**src/rtl/fcmp_pkg.sv**
```systemverilog
package fcmp_pkg;

   typedef enum logic [2:0] {
      FMT_PAIR = 3'd4,
      FMT_SGL  = 3'd6,
      FMT_DBL  = 3'd7
   } fmt_e;

   typedef enum logic [1:0] {
      TST_GT = 2'd0,
      TST_LT = 2'd1,
      TST_EQ = 2'd2
   } tst_e;

   typedef struct packed {
      logic       ok;
      fmt_e       fmt;
      tst_e       tst;
      logic [2:0] fld;
   } fdec_t;

   localparam logic [5:0] GROUP_OPC = 6'd4;

   function automatic logic pick_test(input tst_e t, input logic gt,
                                      input logic lt, input logic eq);
      case (t)
         TST_GT:  return gt;
         TST_LT:  return lt;
         default: return eq;
      endcase
   endfunction

endpackage

```
**src/rtl/fcmp_decode.sv**
```systemverilog
module fcmp_decode
   import fcmp_pkg::*;
(
   input  logic [31:0] insn,
   output fdec_t       dec
);
   logic [10:0] fn;
   logic        grp_ok, fn_ok, fmt_ok;

   assign fn     = insn[10:0];
   assign grp_ok = (insn[31:26] == GROUP_OPC);
   // family 0x2xC..0x2xE: upper bits 010, bit4 clear, bits 3:2 set, low pair not 11
   assign fn_ok  = (fn[10:8] == 3'b010) && !fn[4] && (fn[3:2] == 2'b11) &&
                   (fn[1:0] != 2'b11);
   assign fmt_ok = (fn[7:5] == FMT_PAIR) || (fn[7:5] == FMT_SGL) ||
                   (fn[7:5] == FMT_DBL);

   logic unused_idx;
   assign unused_idx = ^insn[22:11];

   always_comb begin
      dec.ok  = grp_ok && fn_ok && fmt_ok;
      dec.fmt = fmt_e'(fn[7:5]);
      dec.tst = tst_e'(fn[1:0]);
      dec.fld = insn[25:23];
   end
endmodule

```
**src/rtl/fcmp_lane.sv**
```systemverilog
module fcmp_lane #(
   parameter int EXP_W  = 8,
   parameter int FRAC_W = 23
) (
   input  logic [EXP_W+FRAC_W:0] a,
   input  logic [EXP_W+FRAC_W:0] b,
   output logic                  gt,
   output logic                  lt,
   output logic                  eq,
   output logic                  sig_nan
);
   localparam int W     = 1 + EXP_W + FRAC_W;
   localparam int MAG_W = W - 1;

   logic             a_nan, b_nan, a_snan, b_snan, unord;
   logic [MAG_W-1:0] mag_a, mag_b;
   logic             sa, sb, both_zero, a_below, b_below;

   assign sa     = a[W-1];
   assign sb     = b[W-1];
   assign mag_a  = a[MAG_W-1:0];
   assign mag_b  = b[MAG_W-1:0];
   assign a_nan  = (&a[W-2:FRAC_W]) && (|a[FRAC_W-1:0]);
   assign b_nan  = (&b[W-2:FRAC_W]) && (|b[FRAC_W-1:0]);
   assign a_snan = a_nan && !a[FRAC_W-1];
   assign b_snan = b_nan && !b[FRAC_W-1];
   assign unord  = a_nan || b_nan;
   assign both_zero = (mag_a == '0) && (mag_b == '0);

   always_comb begin
      if (both_zero)      a_below = 1'b0;
      else if (sa != sb)  a_below = sa;
      else if (!sa)       a_below = (mag_a < mag_b);
      else                a_below = (mag_a > mag_b);
   end

   always_comb begin
      if (both_zero)      b_below = 1'b0;
      else if (sa != sb)  b_below = sb;
      else if (!sb)       b_below = (mag_b < mag_a);
      else                b_below = (mag_b > mag_a);
   end

   assign lt      = !unord && a_below;
   assign gt      = !unord && b_below;
   assign eq      = !unord && (both_zero || (a == b));
   assign sig_nan = a_snan || b_snan;
endmodule

```
**src/rtl/fcmp_cr_unit.sv**
```systemverilog
module fcmp_cr_unit
   import fcmp_pkg::*;
#(
   parameter int CR_FIELDS = 8,
   parameter int NIB_W     = 4,
   parameter int LANES     = 2,
   parameter int SP_EXP    = 8,
   parameter int SP_FRAC   = 23,
   parameter int DP_EXP    = 11,
   parameter int DP_FRAC   = 52
) (
   input  logic        clk,
   input  logic        rst_n,
   input  logic        start,
   input  logic [31:0] insn,
   input  logic [63:0] src_a,
   input  logic [63:0] src_b,
   output logic        done,
   output logic        illegal,
   output logic [31:0] cr,
   output logic        inv_flag
);
   localparam int SP_W  = 1 + SP_EXP + SP_FRAC;
   localparam int DP_W  = 1 + DP_EXP + DP_FRAC;
   localparam int REG_W = LANES * SP_W;
   localparam int CR_W  = CR_FIELDS * NIB_W;
   localparam int FLD_W = $clog2(CR_FIELDS);

   if (REG_W != 64 || DP_W != REG_W) begin : g_bad_width
      $error("double width must fill the 64-bit register split into lanes");
   end
   if (LANES != 2) begin : g_bad_lanes
      $error("paired mode needs exactly two lanes");
   end
   if (CR_FIELDS != 8 || NIB_W != 4 || CR_W != 32) begin : g_bad_cr
      $error("condition register must be eight 4-bit fields");
   end

   fdec_t dec;
   fcmp_decode u_dec (.insn(insn), .dec(dec));

   logic [LANES-1:0] l_gt, l_lt, l_eq, l_snan, l_hit;
   for (genvar gl = 0; gl < LANES; gl++) begin : g_lane
      fcmp_lane #(.EXP_W(SP_EXP), .FRAC_W(SP_FRAC)) u_sp (
         .a(src_a[gl*SP_W +: SP_W]), .b(src_b[gl*SP_W +: SP_W]),
         .gt(l_gt[gl]), .lt(l_lt[gl]), .eq(l_eq[gl]), .sig_nan(l_snan[gl])
      );
      assign l_hit[gl] = pick_test(dec.tst, l_gt[gl], l_lt[gl], l_eq[gl]);
   end

   logic d_gt, d_lt, d_eq, d_snan, d_hit;
   fcmp_lane #(.EXP_W(DP_EXP), .FRAC_W(DP_FRAC)) u_dp (
      .a(src_a[DP_W-1:0]), .b(src_b[DP_W-1:0]),
      .gt(d_gt), .lt(d_lt), .eq(d_eq), .sig_nan(d_snan)
   );
   assign d_hit = pick_test(dec.tst, d_gt, d_lt, d_eq);

   logic [NIB_W-1:0] nib_d;
   logic             inv_d;
   always_comb begin
      case (dec.fmt)
         FMT_PAIR: begin
            nib_d = {l_hit[1], l_hit[0], l_hit[1] | l_hit[0], l_hit[1] & l_hit[0]};
            inv_d = |l_snan;
         end
         FMT_DBL: begin
            nib_d = {1'b0, d_hit, 2'b00};
            inv_d = d_snan;
         end
         default: begin
            nib_d = {1'b0, l_hit[0], 2'b00};
            inv_d = l_snan[0];
         end
      endcase
   end

   logic [CR_W-1:0] cr_q, cr_d;
   for (genvar gf = 0; gf < CR_FIELDS; gf++) begin : g_field
      localparam int POS = (CR_FIELDS - 1 - gf) * NIB_W;
      assign cr_d[POS +: NIB_W] = (dec.fld == FLD_W'(gf)) ? nib_d
                                                         : cr_q[POS +: NIB_W];
   end

   logic             done_q, illegal_q, inv_q;
   fmt_e             fmt_q;
   logic [FLD_W-1:0] fld_q;

   always_ff @(posedge clk) begin
      if (!rst_n) begin
         cr_q      <= '0;
         inv_q     <= 1'b0;
         done_q    <= 1'b0;
         illegal_q <= 1'b0;
         fmt_q     <= FMT_SGL;
         fld_q     <= '0;
      end else begin
         done_q    <= start;
         illegal_q <= start && !dec.ok;
         if (start && dec.ok) begin
            cr_q  <= cr_d;
            inv_q <= inv_d;
            fmt_q <= dec.fmt;
            fld_q <= dec.fld;
         end
      end
   end

   assign done     = done_q;
   assign illegal  = illegal_q;
   assign cr       = cr_q;
   assign inv_flag = inv_q;

   // ---------------- checks ----------------
   logic [CR_W-1:0]  chk_mask;
   logic [NIB_W-1:0] chk_nib;
   always_comb begin
      chk_mask = '0;
      chk_nib  = '0;
      for (int f = 0; f < CR_FIELDS; f++) begin
         if (fld_q == FLD_W'(f)) begin
            chk_mask[(CR_FIELDS-1-f)*NIB_W +: NIB_W] = '1;
            chk_nib = cr_q[(CR_FIELDS-1-f)*NIB_W +: NIB_W];
         end
      end
   end

   assert_done_pulse_R1: assert property (@(posedge clk) disable iff (!rst_n)
      start |=> done);
   assert_no_spurious_done_R1: assert property (@(posedge clk) disable iff (!rst_n)
      !start |=> !done);
   assert_quiet_between_R1: assert property (@(posedge clk) disable iff (!rst_n)
      !done |-> ($stable(cr_q) && $stable(inv_q)));
   assert_illegal_holds_R2: assert property (@(posedge clk) disable iff (!rst_n)
      illegal_q |-> ($stable(cr_q) && $stable(inv_q)));
   assert_scalar_nibble_R4: assert property (@(posedge clk) disable iff (!rst_n)
      (done_q && !illegal_q && fmt_q != FMT_PAIR) |-> ((chk_nib & 4'b1011) == 4'b0000));
   assert_pair_merge_R6: assert property (@(posedge clk) disable iff (!rst_n)
      (done_q && !illegal_q && fmt_q == FMT_PAIR) |->
      (chk_nib[1] == (chk_nib[3] | chk_nib[2]) && chk_nib[0] == (chk_nib[3] & chk_nib[2])));
   assert_one_field_R7: assert property (@(posedge clk) disable iff (!rst_n)
      (done_q && !illegal_q) |-> (((cr_q ^ $past(cr_q)) & ~chk_mask) == '0));
endmodule

```
**config.mk**
```make
export PLATFORM = sky130hd
export DESIGN_NAME = fcmp_cr_unit
export DESIGN_NICKNAME = d
export VERILOG_FILES = /design/src/rtl/fcmp_pkg.sv /design/src/rtl/fcmp_decode.sv /design/src/rtl/fcmp_lane.sv /design/src/rtl/fcmp_cr_unit.sv
export SDC_FILE = /design/constraint.sdc
export NUM_CORES = 1
export LEC_CHECK = 0
export ABC_AREA = 1
export BUFFER_PORTS_ARGS = -buffer_cell sky130_fd_sc_hd__buf_4
export CAP_MARGIN = 30
export CORE_UTILIZATION = 50
export DETAILED_ROUTE_END_ITERATION = 10
export HOLD_SLACK_MARGIN = 0.08
export PLACE_DENSITY = 0.8
export SLEW_MARGIN = 40
export SYNTH_ARGS = -nofsm -noshare
export SYNTH_HDL_FRONTEND = slang
export SYNTH_SLANG_ARGS = --single-unit
```
**constraint.sdc**
```tcl
create_clock -name clk -period 5.53 [get_ports clk]
set_clock_uncertainty 0.15 [all_clocks]
set_input_delay 1.106 -clock clk [delete_from_list [all_inputs] [get_ports clk]]
set_output_delay 1.106 -clock clk [all_outputs]
set_load 0.01 [all_outputs]
```
==> results of run 1 <==
[routing by layer]
layer | global-route usage (%) | vias up | part of all wire (%)
met5 | 0 | - | 0
met4 | 3.23 | 0 | 1.0
met3 | 3.27 | 13 | 5.7
met2 | 46.2 | 164 | 48
met1 | 32.9 | 2634 | 45
li1 | - | 3221 | -
[state kept, by name, indices dropped and copies added, names as in the netlist]
signal    flops
illegal       1
inv_flag      1
cr           32
done          1
[worst min-delay path, cell delays in order, from the launching register on]
cell and delay [ps]:
sky130_fd_sc_hd__dfxtp_1 330, sky130_fd_sc_hd__o21ai_0 80, sky130_fd_sc_hd__nor2_1 100
[cell usage after synthesis]
| cell type | number | share of area, % |
|---|---|---|
| sky130_fd_sc_hd__o21ai_1 | 3 | 0.27 |
| sky130_fd_sc_hd__nor2_1 | 93 | 6.2 |
| sky130_fd_sc_hd__xor2_1 | 1 | 0.16 |
| sky130_fd_sc_hd__o21a_1 | 4 | 0.54 |
| sky130_fd_sc_hd__nor3_1 | 14 | 1.3 |
| sky130_fd_sc_hd__inv_1 | 199 | 13 |
| sky130_fd_sc_hd__nor4_1 | 5 | 0.56 |
| sky130_fd_sc_hd__a21o_1 | 5 | 0.67 |
| sky130_fd_sc_hd__a21oi_2 | 10 | 1.6 |
| sky130_fd_sc_hd__o21ai_2 | 1 | 0.16 |
| sky130_fd_sc_hd__nor3_2 | 1 | 0.18 |
| sky130_fd_sc_hd__nand4_2 | 3 | 0.67 |
| sky130_fd_sc_hd__nand3_4 | 2 | 0.63 |
| sky130_fd_sc_hd__nand4_1 | 41 | 4.6 |
| sky130_fd_sc_hd__nor2_2 | 8 | 0.89 |
| sky130_fd_sc_hd__nand2_2 | 9 | 1.0 |
| sky130_fd_sc_hd__o31ai_1 | 2 | 0.27 |
| sky130_fd_sc_hd__dfxtp_1 | 35 | 13 |
| sky130_fd_sc_hd__o22ai_1 | 3 | 0.34 |
| sky130_fd_sc_hd__nand3_2 | 1 | 0.18 |
| sky130_fd_sc_hd__ha_1 | 125 | 28 |
| sky130_fd_sc_hd__o21ai_0 | 27 | 2.4 |
| sky130_fd_sc_hd__nand2_4 | 1 | 0.20 |
| sky130_fd_sc_hd__or2_2 | 1 | 0.11 |
| sky130_fd_sc_hd__nor2_4 | 3 | 0.60 |
| sky130_fd_sc_hd__a31oi_1 | 1 | 0.11 |
| sky130_fd_sc_hd__or2_0 | 1 | 0.11 |
| sky130_fd_sc_hd__buf_6 | 1 | 0.20 |
| sky130_fd_sc_hd__a211oi_1 | 1 | 0.13 |
| sky130_fd_sc_hd__or4_1 | 1 | 0.13 |
| sky130_fd_sc_hd__and3_1 | 3 | 0.34 |
| sky130_fd_sc_hd__nand3_1 | 32 | 2.9 |
| sky130_fd_sc_hd__a21oi_1 | 63 | 5.6 |
| sky130_fd_sc_hd__clkbuf_1 | 3 | 0.20 |
| sky130_fd_sc_hd__nand3b_1 | 3 | 0.40 |
| sky130_fd_sc_hd__inv_2 | 3 | 0.20 |
| sky130_fd_sc_hd__nand2_1 | 184 | 12 |
[layout make-up]
| type | instances | area (sq um) | area share [%] |
|---|---|---|---|
| clock buffer | 8 | 100 | 1.38 |
| multi-input combinational | 652 | 4110 | 56.8 |
| inverter | 202 | 758 | 10.5 |
| timing repair buffer | 185 | 1390 | 19.2 |
| tap | 140 | 175 | 2.42 |
| sequential | 35 | 701 | 9.68 |
[power breakdown]
group | total (uW) | leakage [uW] | internal (uW) | switching [uW]
clock network | 201 | 0.0000515 | 114 | 87.3
logic | 359 | 0.00392 | 162 | 197
registers | 253 | 0.000282 | 253 | 0.313
[cell families after synthesis]
kind of cell	after synthesis	synth area share, %
flops	35	12.5
xor+xnor	1	0.157
compound gates	120	12.1
simple gates	406	33.3
buf+inv	206	14.0
fa+ha+maj	125	28.0
[how the worst max path moves through the flow]
stage	cells past startpoint	end	slack (ps)
2_1_floorplan	16	cr[12]$_SDFFE_PN0P_	2570
3_3_place_gp	15	cr[12]$_SDFFE_PN0P_	2100
3_5_place_dp	15	cr[8]$_SDFFE_PN0P_	2070
4_1_cts	15	cr[8]$_SDFFE_PN0P_	2360
5_1_grt	19	cr[8]$_SDFFE_PN0P_	2180
6_report	15	cr[13]$_SDFFE_PN0P_	2340
[through the flow]
stage	worst slack, ps	total power (uW)
after floorplan	2570	460
after global placement	2100	611
after detailed placement	2070	616
after CTS	2360	815
after global routing	2180	876
final	2340	813
==> results by group, run 1 <==
Synthesis
  – Synth Instances: 893
  – Total nets after synthesis: 1181
  – Sequential share of the synthesized area: about an eighth
  – Distinct cell type count after synthesis: 37
  – Count of warnings emitted by yosys: 0
  – Count of state elements after synthesis: 35
  – Avg Inst Size Synth: about 6.3 sq um
  – Synthesized cell area: roughly 0.0056 sq mm

Detailed routing
  – First-pass detailed-route iteration total: 5
  – DRC violations left: 0
  – Via count: just over 6000
  – DR vias/cell: slightly below 5
  – DRC violation total after the first TritonRoute iteration: roughly 320
  – DR WL/cell: ~12 um
  – Count of nets left with antenna violations after detail routing: 0
  – Wire length after detailed routing: roughly 15000 um

Die
  – Overall die area: 0.0116 sq mm
  – Die Wd: approximately 110 um
  – Standard-cell rows: 38
  – Area of the core region: about 0.011 sq mm
  – Initial core utilization: around half
  – Ports placed on the boundary: ~200
  – Vert. Die Dim: about 110 um

Critical path
  – Reg2reg path depth: 2
  – Top cell family by delay on the critical path: simple AND/OR/NAND/NOR gates
  – Worst setup EP type: flip-flop
  – Crit path kind: in2reg
  – Worst path max stage delay: around 330 ps
  – WP data required: between 5000 and 6000 ps
  – Worst endpoint data arrival time: 3270 ps
  – RR Endpoint: cr[8]$_SDFFE_PN0P_
  – Cell type of the slowest stage on the worst timing path: sky130_fd_sc_hd__nand4_2
  – Launching instance or port of the critical path: src_a[30]
  – Flop2flop setup slack: roughly 4600 ps
  – CP cell instances: buf_4 > inv_1 > ha_1 > nand2_1 > inv_2 > nand2_2 > nor3_1 > nand2_1 > o21ai_1 > a21oi_1 > nor2_2 > nand4_2 > nand3_1 > nand2_1 > inv_1
  – Reg-to-reg startpoint: cr[8]$_SDFFE_PN0P_
  – Buf/Inv on CP: 4
  – Largest fanout on the critical path: 8
  – Cell type with the highest occurrence count on the critical path: sky130_fd_sc_hd__nand2_1
  – Kind of launch point of the worst setup path: input port

Layout
  – Final design utilization: between 60% and 70%
  – Commonest cells after routing, fill and taps aside: sky130_fd_sc_hd__inv_1 (199), sky130_fd_sc_hd__buf_4 (185), sky130_fd_sc_hd__nand2_1 (184)
  – Number of antenna diodes: 0
  – Nets: around 1400
  – Number of cells in the finished layout apart from fillers: approximately 1200
  – Layout filler cell count: about 1000
  – Commonest non-fill, non-tap cell in the layout: sky130_fd_sc_hd__inv_1
  – Final instance area: roughly 0.0072 sq mm
  – Area Overhead vs Synth: 29.3%
  – Share of final-layout standard cells stronger than drive strength 1: roughly 22%

Place
  – Total of buffers placed on input and output ports: approximately 190
  – Cell count after placement: about 1200
  – Placed wire-length estimate after detailed placement: ~13000 um
  – Routability cong.: just over 0.9
  – DP Area: 0.00714 sq mm

STA
  – Slew at the pin closest to its max-slew limit: approximately 540 ps
  – Peak clock frequency supported by timing: roughly 0.31 GHz
  – Final critical-path share of the clock period: between 50% and 60%
  – Worst hold slack: around 390 ps
  – Total Negative Setup Slacks: 0 ps
  – Number of max-slew violations in the final report: 0
  – Setup-violating endpoint count in the final report: 0
  – Relative slew slack: between 60 and 70%
  – Post-route minimum period: between 3000 and 4000 ps
  – RSZ-0062 raised after global routing: false
  – Fin. Hold Viols: 0

Pwr
  – Power density over the cells: between 100 and 150 mW/mm^2
  – Maximum VDD drop: between 100 and 150 uV
  – Reported leakage power: roughly 0.0043 uW

Clocking
  – Clock transition at path regs: 70 ps
  – Clock insertion delay at the later pin of the skew report: roughly 280 ps
  – Number of buffers created by CTS: 5
  – Clock sink total: 35
  – Number of buffers inserted to repair setup after CTS: 0
  – H-tree levels: 2
  – CTS tree: done
  – CTS-repair resized insts: 0
  – Cts-stage hold buffer count: 0
  – Buffer cell driving the clock tree root: sky130_fd_sc_hd__clkbuf_8
  – Max clock buf depth: 2

Global routing
  – Aggregate global-route resource usage: 25.6%
  – Largest net degree at the start of global routing: 23
  – Number of global-route vias before repair: 5585
  – Aggregate global routing overflow: 0
  – First-pass GRT wire length: approximately 24000 um
  – Initial antenna violation count: 0

Worst hold path
  – Worst hold path stage count: 2
  – Worst-case hold path end point: cr[7]$_SDFFE_PN0P_
  – Path type of the worst min-delay path: reg2reg
  – Startpoint of the tightest hold check path: cr[7]$_SDFFE_PN0P_

Status
  – Outcome: completed

Flow run
  – Count of maximum capacitance violations: 0
Power figures use the tool's default switching activity.
==> run 2, diff against run 1 <==
- clock period: 5.53 -> 3.16 ns (I/O delays scaled with it)
==> run 2 against run 1 <==
Effect of this change: non-clock buffer count unchanged; critical endpoint is now cr[25]$_SDFFE_PN0P_; clock power up 46%; sequential share of layout area is essentially flat; sequential cell count unchanged; cell count is 0.16% lower; worst hold slack gained 7.6 ps; critical path depth did not move; die area unchanged; count of clock-buffer cells in the layout fell by 2; final area shrank 0.38%.
==> results by group, run 2 (synthesized netlist as in run 1, its figures left out) <==
Status
  – Outcome: completed

STA
  – Slew at the pin closest to its max-slew limit: 533 ps (-11.8 ps)
  – RSZ-0062 raised after global routing: false
  – Total Negative Setup Slacks: 0 ps (unchanged)
  – Post-route minimum period: around 2700 ps
  – Fin. Hold Viols: 0 (unchanged)
  – Peak clock frequency supported by timing: 0.373 GHz
  – Final critical-path share of the clock period: about 85%
  – Setup-violating endpoint count in the final report: 0 (unchanged)
  – Number of max-slew violations in the final report: 0 (unchanged)
  – Relative slew slack: 64.3% (+0.79 points)

Global routing
  – Number of global-route vias before repair: 5687 (+1.8%)
  – Initial antenna violation count: 0 (unchanged)
  – Aggregate global-route resource usage: 25.6% (about the same)
  – First-pass GRT wire length: 24400 um (+0.66%)
  – Aggregate global routing overflow: 0 (unchanged)
  – Largest net degree at the start of global routing: 23 (unchanged)

Pwr
  – Reported leakage power: 0.00424 uW (-0.34%)
  – Internal Dissipation: 874 uW (+65%)
  – Clk network pwr share: 21.4% (-3.3 points)
  – Psw: 492 uW (+73%)
  – Power share of the sequential group: 32.4% (+1.3 points)
  – Power density over the cells: 190 mW/mm^2 (+69%)
  – Combinational fraction of design power: 46.1% (+2.0 points)
  – Net switching share of the total power: 36.0% (+1.1 points)
  – Maximum VDD drop: 164 uV (+49%)

Critical path
  – Worst endpoint data arrival time: 2760 ps (-510 ps)
  – Crit path kind: in2reg
  – RR Endpoint: cr[20]$_SDFFE_PN0P_
  – Launching instance or port of the critical path: src_a[30]
  – Reg-to-reg startpoint: cr[20]$_SDFFE_PN0P_
  – Kind of launch point of the worst setup path: input port
  – Largest fanout on the critical path: 8 (unchanged)
  – WP data required: 3240 ps (-2370 ps)
  – Worst setup EP type: flip-flop
  – Endpoint of the most critical setup path: cr[25]$_SDFFE_PN0P_
  – Reg2reg path depth: 2 (unchanged)
  – Flop2flop setup slack: 2300 ps (-2340 ps)

Worst hold path
  – Worst hold path stage count: 2 (unchanged)
  – Path type of the worst min-delay path: reg2reg

Die
  – Area of the core region: 0.0109 sq mm (unchanged)
  – Ports placed on the boundary: 198 (unchanged)
  – Standard-cell rows: 38 (unchanged)
  – Vert. Die Dim: 108 um (unchanged)
  – Initial core utilization: 51.4% (unchanged)
  – Overall die area: 0.0116 sq mm (unchanged)
  – Die Wd: 108 um (unchanged)

Clocking
  – Number of buffers created by CTS: 5 (unchanged)
  – Clock insertion delay at the later pin of the skew report: 270 ps (about the same)
  – Clock transition at path regs: 60 ps (about the same)
  – H-tree levels: 2 (unchanged)
  – Max clock buf depth: 2 (unchanged)
  – Cts-stage hold buffer count: 0 (unchanged)
  – CTS tree: done
  – Clock sink total: 35 (unchanged)
  – Number of buffers inserted to repair setup after CTS: 0 (unchanged)
  – Buffer cell driving the clock tree root: sky130_fd_sc_hd__clkbuf_8
  – CTS-repair resized insts: 0 (unchanged)

Detailed routing
  – First-pass detailed-route iteration total: 5 (unchanged)
  – Wire length after detailed routing: 15100 um (+0.38%)
  – DRC violation total after the first TritonRoute iteration: 251 (-21%)
  – Count of nets left with antenna violations after detail routing: 0 (unchanged)
  – Via count: 6051 (+0.31%)
  – DR vias/cell: 4.96 (+0.48%)
  – DRC violations left: 0 (unchanged)
  – DR WL/cell: 12.3 um (+0.54%)

Layout
  – Share of final-layout standard cells stronger than drive strength 1: 21.6% (-0.14 points)
  – Number of antenna diodes: 0 (unchanged)
  – Max FFs per register: 32 (unchanged)
  – Nets: 1369 (unchanged)
  – Final instance area: 0.00721 sq mm (-0.38%)
  – Final design utilization: 66.2% (-0.25 points)
  – Commonest cells after routing, fill and taps aside: sky130_fd_sc_hd__inv_1 (199), sky130_fd_sc_hd__buf_4 (185), sky130_fd_sc_hd__nand2_1 (184)
  – Area Overhead vs Synth: 28.9%
  – Commonest non-fill, non-tap cell in the layout: sky130_fd_sc_hd__inv_1

Place
  – DP Area: 0.00714 sq mm (unchanged)
  – Total of buffers placed on input and output ports: 185 (unchanged)
  – Placed wire-length estimate after detailed placement: 13200 um (+0.15%)
  – Routability cong.: 0.899 (-2.3%)

Flow run
  – Count of maximum capacitance violations: 0 (unchanged)
-- run 2: cell types whose count changed in the layout (fill, tap and decap cells not counted), sizes merged --
cell    change
clkbuf      -2
-- run 2: power groups by stage --
stage / Sequential, uW / Clock, uW / Combinational (uW)
6_report: 443 / 293 / 630
5_1_grt: 443 / 321 / 715
4_1_cts: 443 / 294 / 631
3_5_place_dp: 453 / 0 / 628
3_3_place_gp: 453 / 0 / 618
2_1_floorplan: 453 / 0 / 351
-- run 2: cell type report --
type / count / area [sq um]
multi-input combinational: 652 / 4110
fill: 1066 / 3680
timing repair buffer: 185 / 1390
inverter: 202 / 758
sequential: 35 / 701
tap: 140 / 175
clock buffer: 6 / 72.6
-- run 2: stage by stage --
stage / instances / setup slack (ps) / hold slack, ps / power, uW
2_1_floorplan: 893 / 677 / 407 / 804
3_5_place_dp: 1214 / 163 / 382 / 1080
3_3_place_gp: 1214 / 213 / 372 / 1070
5_1_grt: 1220 / 245 / 420 / 1480
6_report: 1220 / 480 / 398 / 1370
4_1_cts: 1220 / 452 / 398 / 1370
-- run 2: worst min-delay path by stage --
stage / from / endpoint / slack, ps
2_1_floorplan: inv_flag$_SDFFE_PN0P_ / inv_flag$_SDFFE_PN0P_ / 410
3_5_place_dp: cr[7]$_SDFFE_PN0P_ / cr[7]$_SDFFE_PN0P_ / 380
5_1_grt: cr[1]$_SDFFE_PN0P_ / cr[1]$_SDFFE_PN0P_ / 420
4_1_cts: cr[7]$_SDFFE_PN0P_ / cr[7]$_SDFFE_PN0P_ / 400
3_3_place_gp: cr[7]$_SDFFE_PN0P_ / cr[7]$_SDFFE_PN0P_ / 370
6_report: cr[7]$_SDFFE_PN0P_ / cr[7]$_SDFFE_PN0P_ / 400
-- run 2: metal layers --
metal / global-route usage [%] / up-vias / share of wire [%]
met4: 2.64 / 0 / 0.69
met3: 3.57 / 13 / 5.6
li1: - / 3223 / -
met2: 46.2 / 169 / 48
met5: 0 / - / 0
met1: 32.9 / 2646 / 46
-- run 2: worst max-delay path, stage by stage --
cell and delay (ps):
sky130_fd_sc_hd__buf_4 110, sky130_fd_sc_hd__inv_1 60, sky130_fd_sc_hd__ha_1 320, sky130_fd_sc_hd__nand2_1 120
sky130_fd_sc_hd__inv_2 80, sky130_fd_sc_hd__nand2_2 60, sky130_fd_sc_hd__nor3_1 230, sky130_fd_sc_hd__nand2_1 130
sky130_fd_sc_hd__o21ai_1 200, sky130_fd_sc_hd__a21oi_1 80, sky130_fd_sc_hd__nor2_2 150, sky130_fd_sc_hd__nand4_2 330
sky130_fd_sc_hd__nand3_1 170, sky130_fd_sc_hd__nand2_1 60, sky130_fd_sc_hd__inv_1 40
